[src/rtl/hsp_pkg.sv]
package hsp_pkg;
  localparam int unsigned CTR_W = 2;
  typedef logic [CTR_W-1:0] ctr_t;
  localparam ctr_t CTR_MAX  = ctr_t'((1 << CTR_W) - 1);
  localparam ctr_t CTR_HALF = ctr_t'(1 << (CTR_W - 1));
  localparam ctr_t CTR_INIT = ctr_t'((1 << (CTR_W - 1)) - 1);

  function automatic ctr_t ctr_step(input ctr_t cur, input logic up);
    ctr_t nxt;
    nxt = cur;
    if (up && cur != CTR_MAX) nxt = cur + ctr_t'(1);
    else if (!up && cur != '0) nxt = cur - ctr_t'(1);
    return nxt;
  endfunction
endpackage

[src/rtl/hsp_sat_ctr.sv]
module hsp_sat_ctr
  import hsp_pkg::*;
(
  input  logic clk,
  input  logic rst_n,
  input  logic en,
  input  logic up,
  output ctr_t val
);
  always_ff @(posedge clk) begin
    if (!rst_n) val <= CTR_INIT;
    else if (en) val <= ctr_step(val, up);
  end

  p_hold_r4: assert property (@(posedge clk) disable iff (!rst_n)
    !en |=> $stable(val));
  p_sat_hi_r5: assert property (@(posedge clk) disable iff (!rst_n)
    (en && up && val == CTR_MAX) |=> val == CTR_MAX);
  p_sat_lo_r5: assert property (@(posedge clk) disable iff (!rst_n)
    (en && !up && val == '0) |=> val == '0);
  p_rise_r5: assert property (@(posedge clk) disable iff (!rst_n)
    (en && up && val != CTR_MAX) |=> val == $past(val) + ctr_t'(1));
endmodule

[src/rtl/hsp_table.sv]
module hsp_table
  import hsp_pkg::*;
#(
  parameter int unsigned ROW_W  = 4,
  parameter int unsigned HIST_W = 2
) (
  input  logic              clk,
  input  logic              rst_n,
  input  logic [ROW_W-1:0]  rd_row,
  input  logic [HIST_W-1:0] rd_col,
  output ctr_t              rd_val,
  input  logic              we,
  input  logic [ROW_W-1:0]  wr_row,
  input  logic [HIST_W-1:0] wr_col,
  input  logic              wr_up
);
  localparam int unsigned SEL_W = ROW_W + HIST_W;
  localparam int unsigned CELLS = 1 << SEL_W;

  ctr_t            cells [CELLS];
  logic [CELLS-1:0] en_vec;
  logic [SEL_W-1:0] wr_sel;
  logic [SEL_W-1:0] rd_sel;

  assign wr_sel = {wr_row, wr_col};
  assign rd_sel = {rd_row, rd_col};

  for (genvar i = 0; i < CELLS; i++) begin : g_cell
    assign en_vec[i] = we && (wr_sel == SEL_W'(i));
    hsp_sat_ctr u_ctr (
      .clk (clk),
      .rst_n (rst_n),
      .en  (en_vec[i]),
      .up  (wr_up),
      .val (cells[i])
    );
  end

  assign rd_val = cells[rd_sel];

  p_single_write_r4: assert property (@(posedge clk) disable iff (!rst_n)
    $onehot0(en_vec));
  p_write_when_asked_r4: assert property (@(posedge clk) disable iff (!rst_n)
    !we |-> en_vec == '0);
endmodule

[src/rtl/hsp_ghist.sv]
module hsp_ghist #(
  parameter int unsigned HIST_W = 2
) (
  input  logic              clk,
  input  logic              rst_n,
  input  logic              shift_en,
  input  logic              outcome,
  output logic [HIST_W-1:0] hist
);
  always_ff @(posedge clk) begin
    if (!rst_n) hist <= '0;
    else if (shift_en) hist <= {hist[HIST_W-2:0], outcome};
  end

  p_newest_lsb_r6: assert property (@(posedge clk) disable iff (!rst_n)
    shift_en |=> hist[0] == $past(outcome));
  p_older_moves_r6: assert property (@(posedge clk) disable iff (!rst_n)
    shift_en |=> hist[1] == $past(hist[0]));
  p_idle_r10: assert property (@(posedge clk) disable iff (!rst_n)
    !shift_en |=> $stable(hist));
endmodule

[src/rtl/hist_sel_predictor.sv]
module hist_sel_predictor
  import hsp_pkg::*;
#(
  parameter int unsigned PC_W   = 8,
  parameter int unsigned ROW_W  = 4,
  parameter int unsigned HIST_W = 2
) (
  input  logic              clk,
  input  logic              rst_n,
  input  logic              lkp_valid,
  output logic              lkp_ready,
  input  logic [PC_W-1:0]   lkp_addr,
  output logic              lkp_valid_o,
  output logic              lkp_taken,
  output logic [HIST_W-1:0] lkp_hist,
  input  logic              rsv_valid,
  output logic              rsv_ready,
  input  logic [PC_W-1:0]   rsv_addr,
  input  logic [HIST_W-1:0] rsv_hist,
  input  logic              rsv_taken
);
  logic [HIST_W-1:0] ghist;
  ctr_t              sel_ctr;

  assign lkp_ready = 1'b1;
  assign rsv_ready = 1'b1;

  hsp_ghist #(.HIST_W(HIST_W)) u_ghist (
    .clk      (clk),
    .rst_n    (rst_n),
    .shift_en (rsv_valid),
    .outcome  (rsv_taken),
    .hist     (ghist)
  );

  hsp_table #(.ROW_W(ROW_W), .HIST_W(HIST_W)) u_table (
    .clk    (clk),
    .rst_n  (rst_n),
    .rd_row (lkp_addr[ROW_W-1:0]),
    .rd_col (ghist),
    .rd_val (sel_ctr),
    .we     (rsv_valid),
    .wr_row (rsv_addr[ROW_W-1:0]),
    .wr_col (rsv_hist),
    .wr_up  (rsv_taken)
  );

  assign lkp_valid_o = lkp_valid;
  assign lkp_taken   = (sel_ctr >= CTR_HALF);
  assign lkp_hist    = ghist;

  p_hist_steady_r7: assert property (@(posedge clk) disable iff (!rst_n)
    !rsv_valid |=> lkp_hist == $past(lkp_hist));
endmodule

[config.mk]
export PLATFORM = sky130hd
export DESIGN_NAME = hist_sel_predictor
export DESIGN_NICKNAME = d
export VERILOG_FILES = /design/src/rtl/hsp_pkg.sv /design/src/rtl/hsp_sat_ctr.sv /design/src/rtl/hsp_table.sv /design/src/rtl/hsp_ghist.sv /design/src/rtl/hist_sel_predictor.sv
export SDC_FILE = /design/constraint.sdc
export NUM_CORES = 1
export LEC_CHECK = 0
export ABC_AREA = 1
export BUFFER_PORTS_ARGS = -buffer_cell sky130_fd_sc_hd__buf_4
export CORE_UTILIZATION = 58
export CTS_BUF_LIST = sky130_fd_sc_hd__clkbuf_8
export CTS_CLUSTER_SIZE = 25
export DETAILED_ROUTE_END_ITERATION = 16
export GPL_TIMING_DRIVEN = 0
export PLACE_DENSITY = 0.78
export SETUP_SLACK_MARGIN = 0.5
export SKIP_CTS_REPAIR_TIMING = 1
export SLEW_MARGIN = 5
export SYNTH_ARGS = -nofsm -noshare
export SYNTH_HDL_FRONTEND = slang
export SYNTH_SLANG_ARGS = --single-unit
[constraint.sdc]
create_clock -name clk -period 1.2 [get_ports clk]
set_input_delay 0.06 -clock clk [delete_from_list [all_inputs] [get_ports clk]]
set_output_delay 0.06 -clock clk [all_outputs]
set_load 0.05 [all_outputs]
==> results.md <==
* Rel. slew slack at about 40%
* Most numerous cell in the Yosys netlist: nand2_1
* Area grow syn2layout at 44.4%
* Critical path type: input port to primary output
* Clock Sinks at 130
* Routed WL per cell at just under 20 µm
* Antenna violations before repair at 0
* Slew @ Worst Pin at ~0.9 ns
* Via Count at just under 9000
* Final net count at 1264
* Iteration count of the initial detailed-routing pass at 10
* Async set-reset flop share out of synthesis at 0%
* Initial Util at about 59%
* IO Count at 29
* Leak pwr at between 3 and 4 nW
* Number of fill cells at 695
* Mean Syn Cell Area at 6.28 µm²
* Mapped Area at a little over 0.007 mm²
* Max Cap Violations at 0
* Max Freq at between 400 and 500 MHz
* CP Max Fanout at 9
* Total routed wirelength at 27.5 mm
* Number of flops mapped to enable cells by yosys at 0
* Die X at between 100 and 150 µm
* Most frequent CP cell: nand3_2
* Global-route wire length before repair at roughly 35 mm
* CTS tree: built
* Total gr overflow at 0
* Die area at between 0.01 and 0.015 mm²
* RSZ-0062 raised after global routing: true
* Distinct cell type count after synthesis at 27
* Clk buf depth at 2
* Violated checks: setup timing
* Htree depth at 4
* Vias in the first global route at between 6000 and 7000
* Status: finished with violations
* Final Cell Area at between 0.01 and 0.015 mm²
* Clock root cell: clkbuf_8
* Gr usage total at ~36%
* Worst Hold Class: input port to flop
* Placer Congestion at ~0.9
* Critical path data required time at about 1.1 ns
* Placement Rows at 40
* Slew Limit Fails at 0
* Most congested layer reported by global routing: met2
* Critical path arrival at 2.06 ns
* Core ar. at ~0.012 mm²
* DRC viols at 0
* Period minus WS final at around 2.1 ns
* Sequential element share of the synthesized area at between 30% and 40%
* Routing usage on met3 at 7.87%
* Total CTS buffers at 17
* Share of post-route cells with drive strength above 1 at 46.5%
* P per Cell Area at about 860 mW/mm²
* Worst skew pair latency at around 0.45 ns
* Initial drt markers at between 1000 and 1500
* Part of the cycle the worst path needs at 176%
* Antenna Violating Nets Remaining at 0
* Largest net degree at the start of global routing at 17
* Register area at ~0.003 mm²
* Ys flop type: dfxtp_1
* Routing usage on met1 at a little under half
* CP max stage delay at between 0.6 and 0.7 ns
* Synth area leaders: dfxtp_1 (36%), a21oi_1 (14%), nand2_1 (11%)
* Crit end category: primary output
* Type of origin of the critical path: input port
* Final setup vio count at 1
* Final HPWL DP at around 16 mm
* Synth cell count leaders: nand2_1 (211), a21oi_1 (199), nor2_1 (142), dfxtp_1 (130), inv_1 (110)
* Final hold vios at 0
* Fin Setup TNS at -0.915 ns
* Register bit total from synthesis at 130
* Worst setup margin at -0.915 ns
* Synthesized instance count at 1136
* Setup Skew at 0.00604 ns
* Top cell type's share of synthesized area at 36.5%
* Critical Path, Cell by Cell: buf_1 -> inv_1 -> nand3_1 -> nand2_2 -> nand2_1 -> nand3_2 -> nand3_2 -> nand2_4 -> buf_8
* Placed cell area at ~0.0081 mm²
* IO Port Bufs at 16
* Total number of yosys warnings at 0
* Slowest CP cell: buf_1
* Clock Pin Slew Worst Setup and Hold Paths at 0.07 ns
* Footprint of the multi-input gates at between 0.004 and 0.005 mm²
* DR vias/cell at between 6 and 7
* Grt met2 use at between 50% and 60%
* Max VDD drop at between 0.9 and 1 mV
* Die height at around 110 µm
* Cell taking the most area after synthesis: dfxtp_1
* Antenna diodes at 0
final cells by class:
type                    count  share of cell area [%]
clock inverters             6                   0.231
inverters                 136                    5.98
well taps                 147                    1.78
repair buffers             85                    8.12
plain buffers              53                    4.93
flip-flops and latches    130                    28.5
multi-input cells         818                    47.8
clock buffers              20                    2.67
placed cells by master, fill, tap and decap left out, types with 4 or more instances in the layout:
| cell type | n |
|---|---|
| clkbuf_8 | 25 |
| nand2_2 | 22 |
| nand3_1 | 49 |
| nand4_1 | 27 |
| clkinv_1 | 8 |
| clkinv_2 | 5 |
| buf_6 | 22 |
| nand2_1 | 171 |
| buf_12 | 9 |
| buf_8 | 11 |
| inv_2 | 39 |
| a21oi_1 | 102 |
| dfxtp_2 | 43 |
| nand3_2 | 21 |
| o21ai_1 | 116 |
| nor2_4 | 37 |
| a21oi_2 | 94 |
| buf_4 | 61 |
| clkbuf_2 | 15 |
| inv_1 | 77 |
| dfxtp_4 | 76 |
| buf_1 | 5 |
| dfxtp_1 | 11 |
| clkbuf_16 | 4 |
| a22oi_2 | 5 |
| or2_4 | 6 |
| nor2_2 | 34 |
| o21ai_2 | 6 |
| nand2_4 | 17 |
| o21ai_0 | 12 |
| o211ai_1 | 6 |
| nor2_1 | 73 |
| inv_4 | 6 |
worst paths after layout:
kind / startpoint / end / slack (ns) / cells past startpoint
setup / recovery: lkp_addr[0] / lkp_taken / -0.92 / 9
hold / removal: rsv_addr[3] / u_table.g_cell[50].u_ctr.val[1] / 0.1 / 5
setup reg to reg: u_table.g_cell[54].u_ctr.val[0] / u_table.g_cell[54].u_ctr.val[0] / 0.01 / 7
hold reg to reg: u_table.g_cell[53].u_ctr.val[0] / u_table.g_cell[53].u_ctr.val[0] / 0.47 / 1
cell families after synthesis:
logic type	synth area share (%)
flops	36.5
buf+inv	10.5
fa+ha+maj	0.421
other cells	0.0525
compound gates	25.2
simple gates	27.4
critical path: cells and delay by family:
family                 cells  cell delay, ns
AND/OR/NAND/NOR            6            0.65
buffers and inverters      3            1.32
power by group:
part	leakage, nW	total, mW	switching, mW	internal [mW]
clock network	0.174	3.12	1.64	1.48
logic	2.36	1.54	0.989	0.553
registers	1.08	4.22	0.0382	4.18
total	3.62	8.88	2.67	6.21
per-stage QoR:
stage	power, mW	util [%]	cells	hold slack, ns	setup slack (ns)
floorplan	5.22	-	1137	0.141	-0.228
global placement	5.59	67.8	1300	0.374	-0.693
detailed placement	5.59	67.8	1300	0.376	-0.692
CTS	8.60	70.3	1326	-0.0745	-1.02
global route	9.07	85.8	1395	0.116	-0.953
finish	8.88	85.8	1395	0.0973	-0.915
routing by layer:
metal | part of all wire, % | routed length (µm)
met4 | 7.0 | 1940
met2 | 44 | 12000
met1 | 37 | 10300
met3 | 12 | 3220
met5 | 0 | 0
sequential cells by signal, indices dropped and copies added (netlist names):
signal	flops
u_ghist.hist	2
u_table.g_cell.u_ctr.val	128
Power figures use the tool's default switching activity.
